$ cat config.mk
export PLATFORM = sky130hd
export DESIGN_NAME = dac_serial_loader
export DESIGN_NICKNAME = d
export VERILOG_FILES = /design/src/rtl/dac_loader_pkg.sv /design/src/rtl/dac_loader_timer.sv /design/src/rtl/dac_loader_shifter.sv /design/src/rtl/dac_loader_seq.sv /design/src/rtl/dac_serial_loader.sv
export SDC_FILE = /design/constraint.sdc
export NUM_CORES = 1
export LEC_CHECK = 0
export ABC_AREA = 1
export BUFFER_PORTS_ARGS = -buffer_cell sky130_fd_sc_hd__buf_2
export CORE_MARGIN = 2
export CORE_UTILIZATION = 40
export DETAILED_ROUTE_END_ITERATION = 6
export PLACE_DENSITY = 0.66
export SYNTH_ARGS = -nofsm -noshare
export SYNTH_HDL_FRONTEND = slang
export SYNTH_SLANG_ARGS = --single-unit
$ cat constraint.sdc
create_clock -name clk -period 3.1 [get_ports clk]
set_input_delay 0.465 -clock clk [delete_from_list [all_inputs] [get_ports clk]]
set_output_delay 0.465 -clock clk [all_outputs]
set_load 0.005 [all_outputs]
$ cat src/rtl/dac_loader_pkg.sv
package dac_loader_pkg;

  typedef enum logic [2:0] {
    ST_IDLE,
    ST_LOW,
    ST_HIGH,
    ST_HOLD,
    ST_GAP
  } seq_state_e;

  function automatic int max4(input int a, input int b, input int c, input int d);
    int m;
    m = a;
    if (b > m) m = b;
    if (c > m) m = c;
    if (d > m) m = d;
    return m;
  endfunction

endpackage

$ cat src/rtl/dac_loader_timer.sv
module dac_loader_timer #(
  parameter int CNT_W = 3
) (
  input  logic             clk,
  input  logic             rst,
  input  logic             load,
  input  logic [CNT_W-1:0] load_val,
  output logic             expired
);

  logic [CNT_W-1:0] cnt;

  always_ff @(posedge clk) begin
    if (rst) begin
      cnt <= '0;
    end else if (load) begin
      cnt <= load_val;
    end else if (cnt != '0) begin
      cnt <= cnt - 1'b1;
    end
  end

  assign expired = (cnt == '0);

endmodule

$ cat src/rtl/dac_loader_shifter.sv
module dac_loader_shifter #(
  parameter int CODE_W  = 14,
  parameter int FRAME_W = 16
) (
  input  logic              clk,
  input  logic              rst,
  input  logic              load,
  input  logic [CODE_W-1:0] code,
  input  logic              shift,
  output logic              sdo,
  output logic              last_bit
);

  localparam int PAD_W = FRAME_W - CODE_W;
  localparam int BW    = $clog2(FRAME_W + 1);

  logic [FRAME_W-1:0] frame_w;
  logic [FRAME_W-1:0] shreg;
  logic [BW-1:0]      bits_left;

  generate
    if (PAD_W > 0) begin : g_pad
      assign frame_w = {{PAD_W{1'b0}}, code};
    end else begin : g_nopad
      assign frame_w = code;
    end
  endgenerate

  always_ff @(posedge clk) begin
    if (rst) begin
      shreg     <= '0;
      bits_left <= '0;
    end else if (load) begin
      shreg     <= frame_w;
      bits_left <= BW'(FRAME_W);
    end else if (shift) begin
      shreg     <= {shreg[FRAME_W-2:0], 1'b0};
      bits_left <= bits_left - 1'b1;
    end
  end

  assign sdo      = shreg[FRAME_W-1];
  assign last_bit = (bits_left == BW'(1));

  // the sequencer never advances past the final bit of a frame
  p_no_shift_past_last_r2: assert property (@(posedge clk) disable iff (rst)
    shift |-> (bits_left > BW'(1)));

endmodule

$ cat src/rtl/dac_loader_seq.sv
module dac_loader_seq
  import dac_loader_pkg::*;
#(
  parameter int HI_CYC  = 2,
  parameter int LO_CYC  = 2,
  parameter int CSH_CYC = 2,
  parameter int GAP_CYC = 4,
  parameter int CNT_W   = 3
) (
  input  logic             clk,
  input  logic             rst,
  input  logic             in_valid,
  input  logic             last_bit,
  input  logic             tmr_expired,
  output logic             in_ready,
  output logic             cs_n,
  output logic             sclk,
  output logic             done,
  output logic             accept,
  output logic             shift,
  output logic             tmr_load,
  output logic [CNT_W-1:0] tmr_val
);

  seq_state_e state;

  always_comb begin
    accept   = 1'b0;
    shift    = 1'b0;
    tmr_load = 1'b0;
    tmr_val  = '0;
    case (state)
      ST_IDLE: if (in_valid && in_ready) begin
        accept   = 1'b1;
        tmr_load = 1'b1;
        tmr_val  = CNT_W'(LO_CYC - 1);
      end
      ST_LOW: if (tmr_expired) begin
        tmr_load = 1'b1;
        tmr_val  = CNT_W'(HI_CYC - 1);
      end
      ST_HIGH: if (tmr_expired) begin
        tmr_load = 1'b1;
        if (last_bit) begin
          tmr_val = CNT_W'(CSH_CYC - 1);
        end else begin
          shift   = 1'b1;
          tmr_val = CNT_W'(LO_CYC - 1);
        end
      end
      ST_HOLD: if (tmr_expired) begin
        tmr_load = 1'b1;
        tmr_val  = CNT_W'(GAP_CYC - 1);
      end
      default: ;
    endcase
  end

  always_ff @(posedge clk) begin
    if (rst) begin
      state    <= ST_IDLE;
      in_ready <= 1'b1;
      cs_n     <= 1'b1;
      sclk     <= 1'b0;
      done     <= 1'b0;
    end else begin
      done <= 1'b0;
      case (state)
        ST_IDLE: if (accept) begin
          state    <= ST_LOW;
          cs_n     <= 1'b0;
          in_ready <= 1'b0;
        end
        ST_LOW: if (tmr_expired) begin
          state <= ST_HIGH;
          sclk  <= 1'b1;
        end
        ST_HIGH: if (tmr_expired) begin
          sclk  <= 1'b0;
          state <= last_bit ? ST_HOLD : ST_LOW;
        end
        ST_HOLD: if (tmr_expired) begin
          cs_n  <= 1'b1;
          done  <= 1'b1;
          state <= ST_GAP;
        end
        ST_GAP: if (tmr_expired) begin
          in_ready <= 1'b1;
          state    <= ST_IDLE;
        end
        default: state <= ST_IDLE;
      endcase
    end
  end

  // Length of the current serial clock high phase, kept for checking only
  logic [CNT_W-1:0] hi_seen;
  always_ff @(posedge clk) begin
    if (rst)       hi_seen <= '0;
    else if (sclk) hi_seen <= hi_seen + 1'b1;
    else           hi_seen <= '0;
  end

  // each high phase spans exactly HI_CYC cycles
  p_high_width_r4: assert property (@(posedge clk) disable iff (rst)
    $fell(sclk) |-> (hi_seen == CNT_W'(HI_CYC)));

  // no clock activity outside a frame
  p_sclk_low_when_idle_r5: assert property (@(posedge clk) disable iff (rst)
    cs_n |-> !sclk);

  // chip select releases only after the clock has been low
  p_cs_rise_after_low_r5: assert property (@(posedge clk) disable iff (rst)
    $rose(cs_n) |-> !$past(sclk));

  // done marks the chip-select rise and nothing else
  p_done_marks_rise_r6: assert property (@(posedge clk) disable iff (rst)
    done |-> $rose(cs_n));

  p_rise_gives_done_r6: assert property (@(posedge clk) disable iff (rst)
    $rose(cs_n) |-> done);

  // no new code may be taken while a frame is on the wire
  p_busy_not_ready_r7: assert property (@(posedge clk) disable iff (rst)
    !cs_n |-> !in_ready);

endmodule

$ cat src/rtl/dac_serial_loader.sv
module dac_serial_loader
  import dac_loader_pkg::*;
#(
  parameter int CODE_W  = 14,
  parameter int FRAME_W = 16,
  parameter int HI_CYC  = 2,
  parameter int LO_CYC  = 2,
  parameter int CSH_CYC = 2,
  parameter int GAP_CYC = 4
) (
  input  logic              clk,
  input  logic              rst,
  input  logic              in_valid,
  input  logic [CODE_W-1:0] in_code,
  output logic              in_ready,
  output logic              cs_n,
  output logic              sclk,
  output logic              sdo,
  output logic              done
);

  localparam int MAX_CYC = max4(HI_CYC, LO_CYC, CSH_CYC, GAP_CYC);
  localparam int CNT_W   = $clog2(MAX_CYC + 1);

  logic             accept;
  logic             shift;
  logic             last_bit;
  logic             tmr_load;
  logic [CNT_W-1:0] tmr_val;
  logic             tmr_expired;

  dac_loader_seq #(
    .HI_CYC (HI_CYC),
    .LO_CYC (LO_CYC),
    .CSH_CYC(CSH_CYC),
    .GAP_CYC(GAP_CYC),
    .CNT_W  (CNT_W)
  ) u_seq (
    .clk        (clk),
    .rst        (rst),
    .in_valid   (in_valid),
    .last_bit   (last_bit),
    .tmr_expired(tmr_expired),
    .in_ready   (in_ready),
    .cs_n       (cs_n),
    .sclk       (sclk),
    .done       (done),
    .accept     (accept),
    .shift      (shift),
    .tmr_load   (tmr_load),
    .tmr_val    (tmr_val)
  );

  dac_loader_timer #(
    .CNT_W(CNT_W)
  ) u_timer (
    .clk     (clk),
    .rst     (rst),
    .load    (tmr_load),
    .load_val(tmr_val),
    .expired (tmr_expired)
  );

  dac_loader_shifter #(
    .CODE_W (CODE_W),
    .FRAME_W(FRAME_W)
  ) u_shift (
    .clk     (clk),
    .rst     (rst),
    .load    (accept),
    .code    (in_code),
    .shift   (shift),
    .sdo     (sdo),
    .last_bit(last_bit)
  );

  // data is steady across the rising edge and the high phase
  p_sdo_stable_high_r3: assert property (@(posedge clk) disable iff (rst)
    (sclk && !cs_n) |-> $stable(sdo));

endmodule

### Word level (Yosys, flattened, before mapping)

Cells that the tools add are included.

* divide/modulo/power cells: 0
* eq/ne operators: 10
* add/sub/neg operators: 2
* $lt $le $gt $ge: 0
* shifts and indexed selects: 0
* multiplexer cells: 30
* bitwise gates (word level): 1
* reduce and logical (&&, ||, !) cells: 17
* multiply operators: 0

Operators with widths (count)
* $mux 14: 2
* $mux 3: 7
* $pmux 3 s5: 1
* $mux 1: 11
* $mux 5: 2
* $ne 2x2->1 const B: 5
* $reduce_bool 2->1: 5
* $pmux 3 s3: 1
* $reduce_and 3->1: 3
* $pmux 1 s2: 4
* $eq 3x2->1 const B: 2
* $logic_not 3->1: 2
* $reduce_or 2->1: 3
* $eq 5x1->1 const B: 1
* $reduce_and 5->1: 1
* $sub 5x1->5 const B: 1
* $mux 2: 2
* $eq 3x1->1 const B: 1
* $eq 3x3->1 const B: 1
* $reduce_bool 3->1: 1
* $reduce_or 3->1: 1
* $sub 3x1->3 const B: 1
* $logic_and 1x1->1: 1
* $not 1->1: 1

* bits in latches: 0
* register bits: 31
* logic and storage cells: 70
* output and inout port bits: 5
* memory bits (writable): 0
* bits of input ports: 17
* memory bits (read-only): 0
* memories kept: 0

### Depth between registers and ports, before layout

Gate-level depths: netlist of run 1.

* word-level depth: 6
* gate-level depth with buffers: 12
* gate-level depth less buffers: 11

### Modules after synthesis

Synthesis of run 1 repeated with hierarchy kept, for this count alone.

* cells, all modules: 228
* area, all modules: 1587.8 µm²

Modules (own cells, without submodules)
* dac_loader_shifter: times used 1, cells an instance 146, area an instance 1002.2 µm², seq. area each 420.4 µm²
* dac_loader_seq: times used 1, cells an instance 54, area an instance 386.6 µm², seq. area each 140.1 µm²
* dac_loader_timer: times used 1, cells an instance 28, area an instance 198.9 µm², seq. area each 60.1 µm²

### Least setup slack after synthesis of run 1

No wires, ideal clock.

* path type: reg2reg
* from: reg u_timer.cnt[0]
* to: reg u_shift.shreg[10]
* library setup time: 0.132 ns
* cell stages (with the launch flop): 12
* slack: 1.514 ns
* data required time: 2.968 ns
* clock period less this slack: 1.586 ns
* path buffers: 2
* data arrival time: 1.454 ns
* cell sequence: dfxtp_1 > inv_1 > ha_1 > ha_1 > buf_2 > inv_1 > nor2_4 > nand2_4 > nand2_4 > buf_6 > nand2_1 > a21oi_1

* cells in the longest elaborated chain, start to end: 4

RTL lines
* start: declaration: line dac_loader_timer.sv:11 `logic [CNT_W-1:0] cnt;`
* start signal: assignment: line dac_loader_timer.sv:17 `cnt <= load_val;`
* start signal: assignment: line dac_loader_timer.sv:19 `cnt <= cnt - 1'b1;`
* $logic_not 3->1: line dac_loader_timer.sv:23 `assign expired = (cnt == '0);`
* net tmr_expired: line dac_serial_loader.sv:30 `logic tmr_expired;`
* $mux 1: line dac_loader_seq.sv:42 `ST_HIGH: if (tmr_expired) begin`
* $mux 1: line dac_loader_seq.sv:32 `case (state)`
* $reduce_bool 2->1 (no line)
* end signal: assignment: line dac_loader_shifter.sv:34 `shreg <= frame_w;`
* end signal: assignment: line dac_loader_shifter.sv:37 `shreg <= {shreg[FRAME_W-2:0], 1'b0};`
* end: declaration: line dac_loader_shifter.sv:18 `logic [FRAME_W-1:0] shreg;`

The timed path passes the listed nets, and every way through them passes these cells.
A chain may end at the register's enable or synchronous reset.

### Worst setup path in the final report of run 1

* from: reg u_timer.cnt[0]
* to: reg u_shift.shreg[3]

The elaborated chain is that of the path after synthesis.

==> out/metrics.cfg, run 1 <==
[sta]
holdWs_ps = 444
maxSlewHeadroom = 0.750
rsz0062_at_grt = no
tns_ps = 0
finalHoldViolCount = 0
period_share = 0.561
fmax_mhz = 575
slew_violations = 0
tightest_slew_ps = 374
finalClockSkew_ps = 4.60
setup_viol = 0
min_period_ps = 1740

[clocking]
clock_latency_ps = 270
h-tree-depth = 2
ctsHoldBuffers = 0
post-cts-setup-buffer-count = 0
cts_resized = 0
clkTransAtPathRegs_ps = 60
cts_buffer_depth = 2
cts_tree = done
root_buffer = clkbuf_8
cts_inserted_buffers = 5
cts_sinks = 31

[routing]
drtPass1Iterations = 4
final_antenna_net_count = 0
via_count = 1435
drc_errors = 0
wl_mm = 3.06
via_per_inst = 4.74
wl_per_cell_um = 10.1
drtIter0Drc = 98

[placement]
portBuffers = 21
dp_hpwl_mm = 2.14
dpl_cell_area_sq_um = 1710
gp_congestion = 0.842

[die]
initial_core_util = 0.425
die_h_um = 67.1
fp.dieW_um = 67.1
coreArea_sq_um = 3740
io_pins = 22
num_rows = 22
dieArea_sq_um = 4500

[cells_and_area]
drive_gt1_frac = 0.165
fin_area_sq_um = 1780
multi_input_area_sq_um = 856
num_antenna_cells = 0
register_area_sq_um = 621
final_nets = 277
fill_cells = 426
synthToLayoutAreaGrowth_pct = 11.9

[critical_path]
cp-end-kind = flop
start_kind = flop
crit_chain = inv_1 > ha_1 > ha_1 > inv_1 > nor2_4 > nand2_4 > nand2_4 > nand2_1 > a21oi_1
path_class = reg -> reg
reg2regPathDepth = 9
slowest_stage = ha_1
cp.arrival_ps = 1940
path_max_fanout = 13
cp.required_ps = 3300
slowest_delay_ps = 340

[power]
seq_power_share = 0.363
ir_drop_uv = 262
power.share.switching = 0.425
p_sw_uw = 642
combinationalPowerShare = 0.449
internal_power_uw = 867
cellPowerDensity_nw_per_um2 = 847
p_clk_frac = 0.187
leakage_uw = 0.000808

[synthesis]
netlist_area_sq_um = 1590
syn_nets = 256
synth.distinct_cells = 23
yosysTopAreaCellShare = 0.390
syn-instance-count = 235
yosys-top-cells-area = dfxtp_1, nand2_1, a21oi_1
syn_area_per_cell_sq_um = 6.77
synth_largest_area_cell = dfxtp_1
yosysWarnings = 0
ys_seq_area_frac = 0.390
synth_seq_cells = 31

[hold_path]
holdPathStages = 3
worstHoldPathType = in -> reg

[grt]
grt_overflow = 0
grt_start_max_net_pins = 20
grt_pass1_wl_mm = 5.45
first_global_vias = 1310
antenna_found_initial = 0
grt.total_usage = 0.158

[outcome]
status = complete, no violations

[job]
maxCapViolCount = 0

[per-layer routing]
metal  wire length, um  up-vias  part of all wire  track usage
met5                 0        -                 0            0
li1                  -      773                 -            -
met3                98        2             0.032       0.0405
met1              1480      640              0.48        0.187
met2              1460       20              0.48        0.269
met4                24        0            0.0078       0.0689
[synthesized netlist by cell type (all sizes together)]
cell	n
xor2	1
nand3	14
clkbuf	2
ha	4
nand2	111
nor2	18
nand4	1
o211ai	1
o21ai	5
dfxtp	31
buf	5
a21oi	23
xnor2	1
inv	18
[final timing paths]
kind                                      from                to  slack, ps
worst max-delay path            u_timer.cnt[0]  u_shift.shreg[3]       1360
worst min-delay path                in_code[0]  u_shift.shreg[0]        440
worst max register to register  u_timer.cnt[0]  u_shift.shreg[3]       1360
worst min register to register      u_seq.cs_n        u_seq.cs_n        460
[power groups by stage]
stage                     logic (uW)  clock network (uW)  registers [uW]
after floorplan                  580                   0             547
after global placement           674                   0             557
after detailed placement         680                   0             557
after CTS                        685                 293             549
after global routing             790                 315             560
final                            678                 282             549
[placed cells by master, fill, tap and decap left out, types with 2 or more instances in the layout]
cell type and instances:
nand2_2 2, inv_2 4, buf_2 21, ha_1 4
clkbuf_8 5, nand2_1 107, nand3_1 13, nor2_4 5
dfxtp_1 31, inv_1 14, a21oi_1 23, nand2_4 2
o21ai_0 4, nor2_1 12
[state kept, by name, indices dropped and copies added (netlist names)]
register / count
u_seq.cs_n: 1
u_seq.done: 1
u_seq.in_ready: 1
u_seq.sclk: 1
u_seq.state: 3
u_shift.bits_left: 5
u_shift.shreg: 16
u_timer.cnt: 3
[cells by family (layout without fill, tap and decap cells)]
| logic type | count (synthesis) | count (layout) | share of synthesized area |
|---|---|---|---|
| adder cells (fa/ha/maj) | 4 | 4 | 0.0314 |
| XOR/XNOR | 2 | 2 | 0.0110 |
| buffers and inverters | 25 | 45 | 0.0723 |
| flip-flops | 31 | 31 | 0.390 |
| AND/OR/NAND/NOR | 144 | 144 | 0.403 |
| AO/OA/AOI/OAI | 29 | 29 | 0.0928 |
[worst max-delay path: cells and delay by family, from the launching register on]
family | cells | cell delay [ps]
compound gates | 1 | 130
fa+ha+maj | 2 | 480
buf+inv | 2 | 270
flops | 1 | 320
simple gates | 4 | 460
[cell type report]
type                            instances  area share
Clock buffer                            6      0.0407
Multi-Input combinational cell        179       0.480
Inverter                               18      0.0379
Timing Repair Buffer                   21      0.0590
Tap cell                               48      0.0337
Sequential cell                        31       0.348
[through the flow]
step                power, uW   util  worst slack [ps]  instances
global route             1670  0.476              1200        303
detailed placement       1240  0.457              1370        297
CTS                      1530  0.476              1340        303
global placement         1230  0.457              1420        297
finish                   1510  0.476              1360        303
floorplan                1130      -              1510        235
No activity file was read; power rests on OpenSTA's default activity.
==> inputs of run 2 (changes only) <==
Settings changed: ABC_AREA 1 to 0, PLACE_DENSITY 0.66 to 0.67.
Clock period 3.1 ns to 1.65 ns, I/O delays scaled along.
==> out/metrics.cfg, run 2 <==
[grt]
antenna_found_initial = 0  ; unchanged
grt_start_max_net_pins = 17  ; was 20
grt.total_usage = 0.169  ; was 0.158
grt_pass1_wl_mm = 5.42  ; was 5.45 mm
grt_overflow = 0  ; unchanged
first_global_vias = 1220  ; was 1310

[power]
p_total_uw = 2900  ; was 1510 uW
cellPowerDensity_nw_per_um2 = 1560  ; was 847 nW/um^2
leakage_uw = 0.000710  ; was 0.000808 uW
ir_drop_uv = 551  ; was 262 uV

[synthesis]
async_flop_share = 0  ; unchanged
synth_largest_area_cell = dfxtp_1  ; unchanged
synth.distinct_cells = 34  ; was 23
yosysWarnings = 0  ; unchanged
netlist_area_sq_um = 1450  ; was 1590 sq um
syn_nets = 196  ; was 256
yosys-top-cells-area = dfxtp_1, nand2_1, a311oi_1  ; was dfxtp_1, nand2_1, a21oi_1
synth.top_cells.by_count = nand2_1, dfxtp_1, nor2_1  ; was nand2_1, dfxtp_1, a21oi_1
ys.flop_type = dfxtp_1  ; unchanged
syn-instance-count = 175  ; was 235
synth_seq_cells = 31  ; unchanged
synth_enable_flop_cells = 0  ; unchanged
ys_seq_area_frac = 0.429  ; was 0.390
yosysTopAreaCellShare = 0.429  ; was 0.390
syn_area_per_cell_sq_um = 8.27  ; was 6.77 sq um
yosysMostFrequentCell = nand2_1  ; unchanged

[placement]
dpl_cell_area_sq_um = 1620  ; was 1710 sq um
dp_hpwl_mm = 2.09  ; was 2.14 mm
portBuffers = 21  ; unchanged
dp.cells = 235  ; was 297
gp_congestion = 0.813  ; was 0.842

[critical_path]
path_class = reg -> reg  ; unchanged
path_max_fanout = 7  ; was 13
reg2regPathDepth = 6  ; was 9
worstReg2RegStart = u_shift.bits_left[1]  ; was u_timer.cnt[0]
cp-end-kind = flop  ; unchanged
slowest_stage = or4b_4  ; was ha_1
startpoint = u_shift.bits_left[1]  ; was u_timer.cnt[0]
crit_chain = inv_2 > ha_4 > or4b_4 > nand2_4 > nand2_1 > a311oi_2  ; was inv_1 > ha_1 > ha_1 > inv_1 > nor2_4 > nand2_4 > nand2_4 > nand2_1 > a21oi_1
cp.arrival_ps = 1910  ; was 1940 ps
start_kind = flop  ; unchanged
crit_end = u_shift.shreg[4]  ; was u_shift.shreg[3]
r2r_end = u_shift.shreg[4]  ; was u_shift.shreg[3]
slowest_delay_ps = 550  ; was 340 ps
r2r_slack_ps = -20  ; was 1360 ps
cp.required_ps = 1890  ; was 3300 ps

[routing]
drc_errors = 0  ; unchanged
wl_mm = 3.54  ; was 3.06 mm
final_antenna_net_count = 0  ; unchanged
wl_per_cell_um = 14.0  ; was 10.1 um
via_per_inst = 5.36  ; was 4.74
via_count = 1355  ; was 1435
drtPass1Iterations = 4  ; unchanged
drtIter0Drc = 96  ; was 98

[sta]
setup_ws_ps = -20.9  ; was 1360 ps
min_period_ps = 1670  ; was 1740 ps
period_share = 1.01  ; was 0.561
maxSlewHeadroom = 0.791  ; was 0.750
fmax_mhz = 598  ; was 575 MHz
slew_violations = 0  ; unchanged
rsz0062_at_grt = yes  ; was no
finalHoldViolCount = 0  ; unchanged
setup_viol = 3  ; was 0
tns_ps = -25.4  ; was 0 ps
tightest_slew_ps = 314  ; was 374 ps
finalClockSkew_ps = 12.3  ; was 4.60 ps

[cells_and_area]
fin_area_sq_um = 1860  ; was 1780 sq um
reg_top3 = u_shift.shreg (16), u_shift.bits_left (5)  ; unchanged
final_cell_mix = nand2_1, dfxtp_1, nor2_1  ; was nand2_1, dfxtp_1, a21oi_1
final_nets = 227  ; was 277
num_antenna_cells = 0  ; unchanged
drive_gt1_frac = 0.338  ; was 0.165
top_register = u_shift.shreg  ; unchanged
synthToLayoutAreaGrowth_pct = 28.5  ; was 11.9%
stdcell_count = 253  ; was 303
largest_register_ffs = 16  ; unchanged
final_common_cell = nand2_1  ; unchanged
fill_cells = 324  ; was 426
finish.utilization = 0.544  ; was 0.476

[hold_path]
worstHoldPathType = in -> reg  ; unchanged

[clocking]
h-tree-depth = 2  ; unchanged
root_buffer = clkbuf_4  ; was clkbuf_8
cts_sinks = 31  ; unchanged
clkTransAtPathRegs_ps = 90  ; was 60 ps
cts_buffer_depth = 2  ; unchanged
cts_tree = done  ; unchanged
cts_inserted_buffers = 5  ; unchanged
clock_latency_ps = 330  ; was 270 ps

[job]
maxCapViolCount = 0  ; unchanged

[die]
coreArea_sq_um = 3420  ; was 3740 sq um
num_rows = 21  ; was 22
fp.dieW_um = 64.1  ; was 67.1 um
io_pins = 22  ; unchanged
die_h_um = 64.1  ; was 67.1 um
initial_core_util = 0.423  ; was 0.425
dieArea_sq_um = 4110  ; was 4500 sq um

[outcome]
violations = negative setup slack
status = finished with violations  ; was complete, no violations

-- run 2: cell count changes after synthesis, sizes merged, moves of 4 or more --
cell,before,now
a311oi,0,13
inv,18,5
nand3,14,4
clkbuf,2,8
nor2,18,26
a21oi,23,10
nand2,111,36
nor3,0,4
-- run 2: metal layers --
metal | vias to the layer above | routed length [um] | track usage
li1 | 667 | - | -
met1 | 639 | 1520 | 0.197
met2 | 40 | 1800 | 0.292
met3 | 9 | 158 | 0.0493
met4 | 0 | 64 | 0.0638
met5 | - | 0 | 0
-- run 2: layout make-up --
class | count | area [sq um] | area share
multi-input combinational | 130 | 875 | 0.470
clock buffer | 8 | 68.8 | 0.0370
timing repair buffer | 33 | 211 | 0.114
tap | 46 | 57.6 | 0.0310
inverter | 5 | 18.8 | 0.0101
sequential | 31 | 628 | 0.338
-- run 2: report_power, final --
| part | internal [uW] | switching [uW] |
|---|---|---|
| Combinational | 607 | 677 |
| Sequential | 963 | 154 |
| Clock | 251 | 250 |
| Total | 1820 | 1080 |
-- run 2: cells by family (layout without fill, tap and decap cells) --
family,count (synthesis),count (layout),synth area share
flip-flops,31,31,0.429
AND/OR/NAND/NOR,83,88,0.270
adder cells (fa/ha/maj),4,4,0.0346
multiplexers,2,2,0.0138
buffers and inverters,19,46,0.0718
AO/OA/AOI/OAI,33,33,0.163
XOR/XNOR,3,3,0.0182
-- run 2: worst min-delay path by stage --
| stage | from | cells past startpoint | end |
|---|---|---|---|
| finish | in_code[3] | 3 | u_shift.shreg[3] |
| global route | in_code[2] | 3 | u_shift.shreg[2] |
| CTS | in_code[4] | 3 | u_shift.shreg[4] |
| detailed placement | u_shift.shreg[15] | 2 | u_shift.shreg[15] |
| global placement | u_shift.shreg[14] | 2 | u_shift.shreg[15] |
| floorplan | in_code[10] | 2 | u_shift.shreg[10] |
-- run 2: worst max-delay path: cells and delay by family (launching register included) --
family                     cells  cell delay [ps]
AOI/OAI and AO/OA              1              270
and+or+nand+nor                3              780
DFF                            1              340
buffers and inverters          1               70
adders and majority gates      1              130
-- run 2: repair_timing --
item / in CTS / in global routing
pin swaps: 3 / 9
hold buffers: 0 / 0
resized for setup: 6 / 14
buffers inserted: 1 / 4
endpoints found under the setup margin: 10 / 19
cloned: 2 / 3
-- run 2: metrics by stage --
step	setup WS, ps	hold slack [ps]
after floorplan	-20.9	428
after global placement	28.2	445
after detailed placement	-44.7	458
after CTS	-6.75	186
after global routing	-70.1	198
final	-20.9	199
==> inputs of run 3 (changes only) <==
Settings changed: GPL_TIMING_DRIVEN set to 0.
==> out/metrics.cfg, run 3 (synthesis gave the netlist of run 2 again) <==
[sta]
min_period_ps = 1770  ; was 1670 ps
setup_ws_ps = -116  ; was -20.9 ps
fmax_mhz = 566  ; was 598 MHz
holdWs_ps = 183  ; was 199 ps
tns_ps = -832  ; was -25.4 ps
finalHoldViolCount = 0  ; unchanged
finalClockSkew_ps = 5.56  ; was 12.3 ps
rsz0062_at_grt = yes  ; unchanged
setup_viol = 12  ; was 3
maxSlewHeadroom = 0.585  ; was 0.791
period_share = 1.07  ; was 1.01
slew_violations = 0  ; unchanged
tightest_slew_ps = 622  ; was 314 ps

[placement]
portBuffers = 20  ; was 21
gp_congestion = 0.832  ; was 0.813
dp_hpwl_mm = 2.32  ; was 2.09 mm
dpl_cell_area_sq_um = 1650  ; was 1620 sq um

[routing]
via_per_inst = 5.26  ; was 5.36
wl_per_cell_um = 13.9  ; was 14.0 um
wl_mm = 3.68  ; was 3.54 mm
drtIter0Drc = 105  ; was 96
drc_errors = 0  ; unchanged
via_count = 1388  ; was 1355
final_antenna_net_count = 0  ; unchanged
drtPass1Iterations = 4  ; unchanged

[die]
io_pins = 22  ; unchanged
initial_core_util = 0.423  ; unchanged
fp.dieW_um = 64.1  ; unchanged
coreArea_sq_um = 3420  ; unchanged
die_h_um = 64.1  ; unchanged
dieArea_sq_um = 4110  ; unchanged
num_rows = 21  ; unchanged

[grt]
antenna_found_initial = 0  ; unchanged
grt_overflow = 0  ; unchanged
grt_start_max_net_pins = 11  ; was 17
first_global_vias = 1329  ; was 1220
grt_pass1_wl_mm = 5.78  ; was 5.42 mm
grt.total_usage = 0.181  ; was 0.169

[critical_path]
path_max_fanout = 5  ; was 7
path_class = reg -> reg  ; unchanged
cp.required_ps = 1860  ; was 1890 ps
start_kind = flop  ; unchanged
cp.arrival_ps = 1980  ; was 1910 ps
cp-end-kind = flop  ; unchanged

[clocking]
cts_buffer_depth = 2  ; unchanged
clock_latency_ps = 340  ; was 330 ps
cts_sinks = 31  ; unchanged
cts_inserted_buffers = 5  ; unchanged
ctsHoldBuffers = 0  ; unchanged
h-tree-depth = 2  ; unchanged
cts_tree = done  ; unchanged
root_buffer = clkbuf_4  ; unchanged
clkTransAtPathRegs_ps = 90  ; about the same

[power]
combinationalPowerShare = 0.482  ; was 0.442
p_total_uw = 3140  ; was 2900 uW
internal_power_uw = 1960  ; was 1820 uW
cellPowerDensity_nw_per_um2 = 1560  ; about the same
leakage_uw = 0.000802  ; was 0.000710 uW
seq_power_share = 0.353  ; was 0.385
p_sw_uw = 1180  ; was 1080 uW
power.share.switching = 0.375  ; was 0.373
ir_drop_uv = 836  ; was 551 uV
p_clk_frac = 0.165  ; was 0.173

[cells_and_area]
fin_area_sq_um = 2020  ; was 1860 sq um
num_antenna_cells = 0  ; unchanged
final_nets = 238  ; was 227
final_common_cell = dfxtp_1  ; was nand2_1
synthToLayoutAreaGrowth_pct = 39.5  ; was 28.5%
final_cell_mix = dfxtp_1, nand2_1, nor2_1  ; was nand2_1, dfxtp_1, nor2_1
reg_top3 = u_shift.shreg (16), u_shift.bits_left (5)  ; unchanged
drive_gt1_frac = 0.399  ; was 0.338
largest_register_ffs = 16  ; unchanged
top_register = u_shift.shreg  ; unchanged

[job]
maxCapViolCount = 0  ; unchanged

[outcome]
violations = negative setup slack  ; unchanged
status = finished with violations  ; unchanged

[hold_path]
worstHoldPathType = in -> reg  ; unchanged

-- run 3: cell count changes in the layout (fill, tap and decap cells not counted), sizes merged --
cell	delta
and2	-3
buf	+8
clkbuf	+8
nand2	-1
or4b	-1
-- run 3: metrics by stage --
step | instances | worst slack (ps) | util
2_1_floorplan | 175 | -20.9 | -
3_3_place_gp | 241 | -101 | 0.482
3_5_place_dp | 241 | -145 | 0.482
4_1_cts | 261 | -97.7 | 0.550
5_1_grt | 264 | -181 | 0.591
6_report | 264 | -116 | 0.591
-- run 3: routing by layer --
metal | wire [um] | part of all wire | global-route usage | vias up
met3 | 168 | 0.046 | 0.0599 | 8
met5 | 0 | 0 | 0 | -
met4 | 67 | 0.018 | 0.0479 | 0
met1 | 1600 | 0.44 | 0.221 | 664
li1 | - | - | - | 685
met2 | 1840 | 0.50 | 0.307 | 31
-- run 3: critical path, stage by stage (launching register included) --
cell and delay, ps:
dfxtp_2 340, inv_2 60, ha_4 120, or4b_4 490
and2_4 210, buf_12 130, buf_8 120, nand2_2 70
a311oi_2 90
-- run 3: layout make-up --
class | count | area (sq um)
fill | 315 | 1400
multi-input combinational | 125 | 887
timing repair buffer | 36 | 269
inverter | 5 | 21.3
tap | 46 | 57.6
buffer | 13 | 86.3
clock buffer | 8 | 68.8
sequential | 31 | 628
-- run 3: power by group through the flow --
stage / clock network (uW) / registers (uW) / logic [uW]
5_1_grt: 557 / 1130 / 1680
3_3_place_gp: 0 / 1080 / 1130
4_1_cts: 510 / 1080 / 1310
6_report: 519 / 1110 / 1510
3_5_place_dp: 0 / 1090 / 1180
2_1_floorplan: 0 / 1070 / 923
-- run 3: what timing repair did --
action | 4_1_cts | 5_1_grt
pin swaps | 3 | 11
endpoints found under the setup margin | 17 | 23
setup buffers | 11 | 5
resized for setup | 10 | 32
gates cloned | 2 | 0
-- run 3: final timing paths --
kind / startpoint / end / slack (ps) / cells past startpoint
worst max-delay path: u_shift.bits_left[1] / u_shift.shreg[12] / -120 / 8
worst min-delay path: in_code[5] / u_shift.shreg[5] / 180 / 3
worst max register to register: u_shift.bits_left[1] / u_shift.shreg[12] / -120 / 8
worst min register to register: u_shift.shreg[14] / u_shift.shreg[14] / 470 / 2
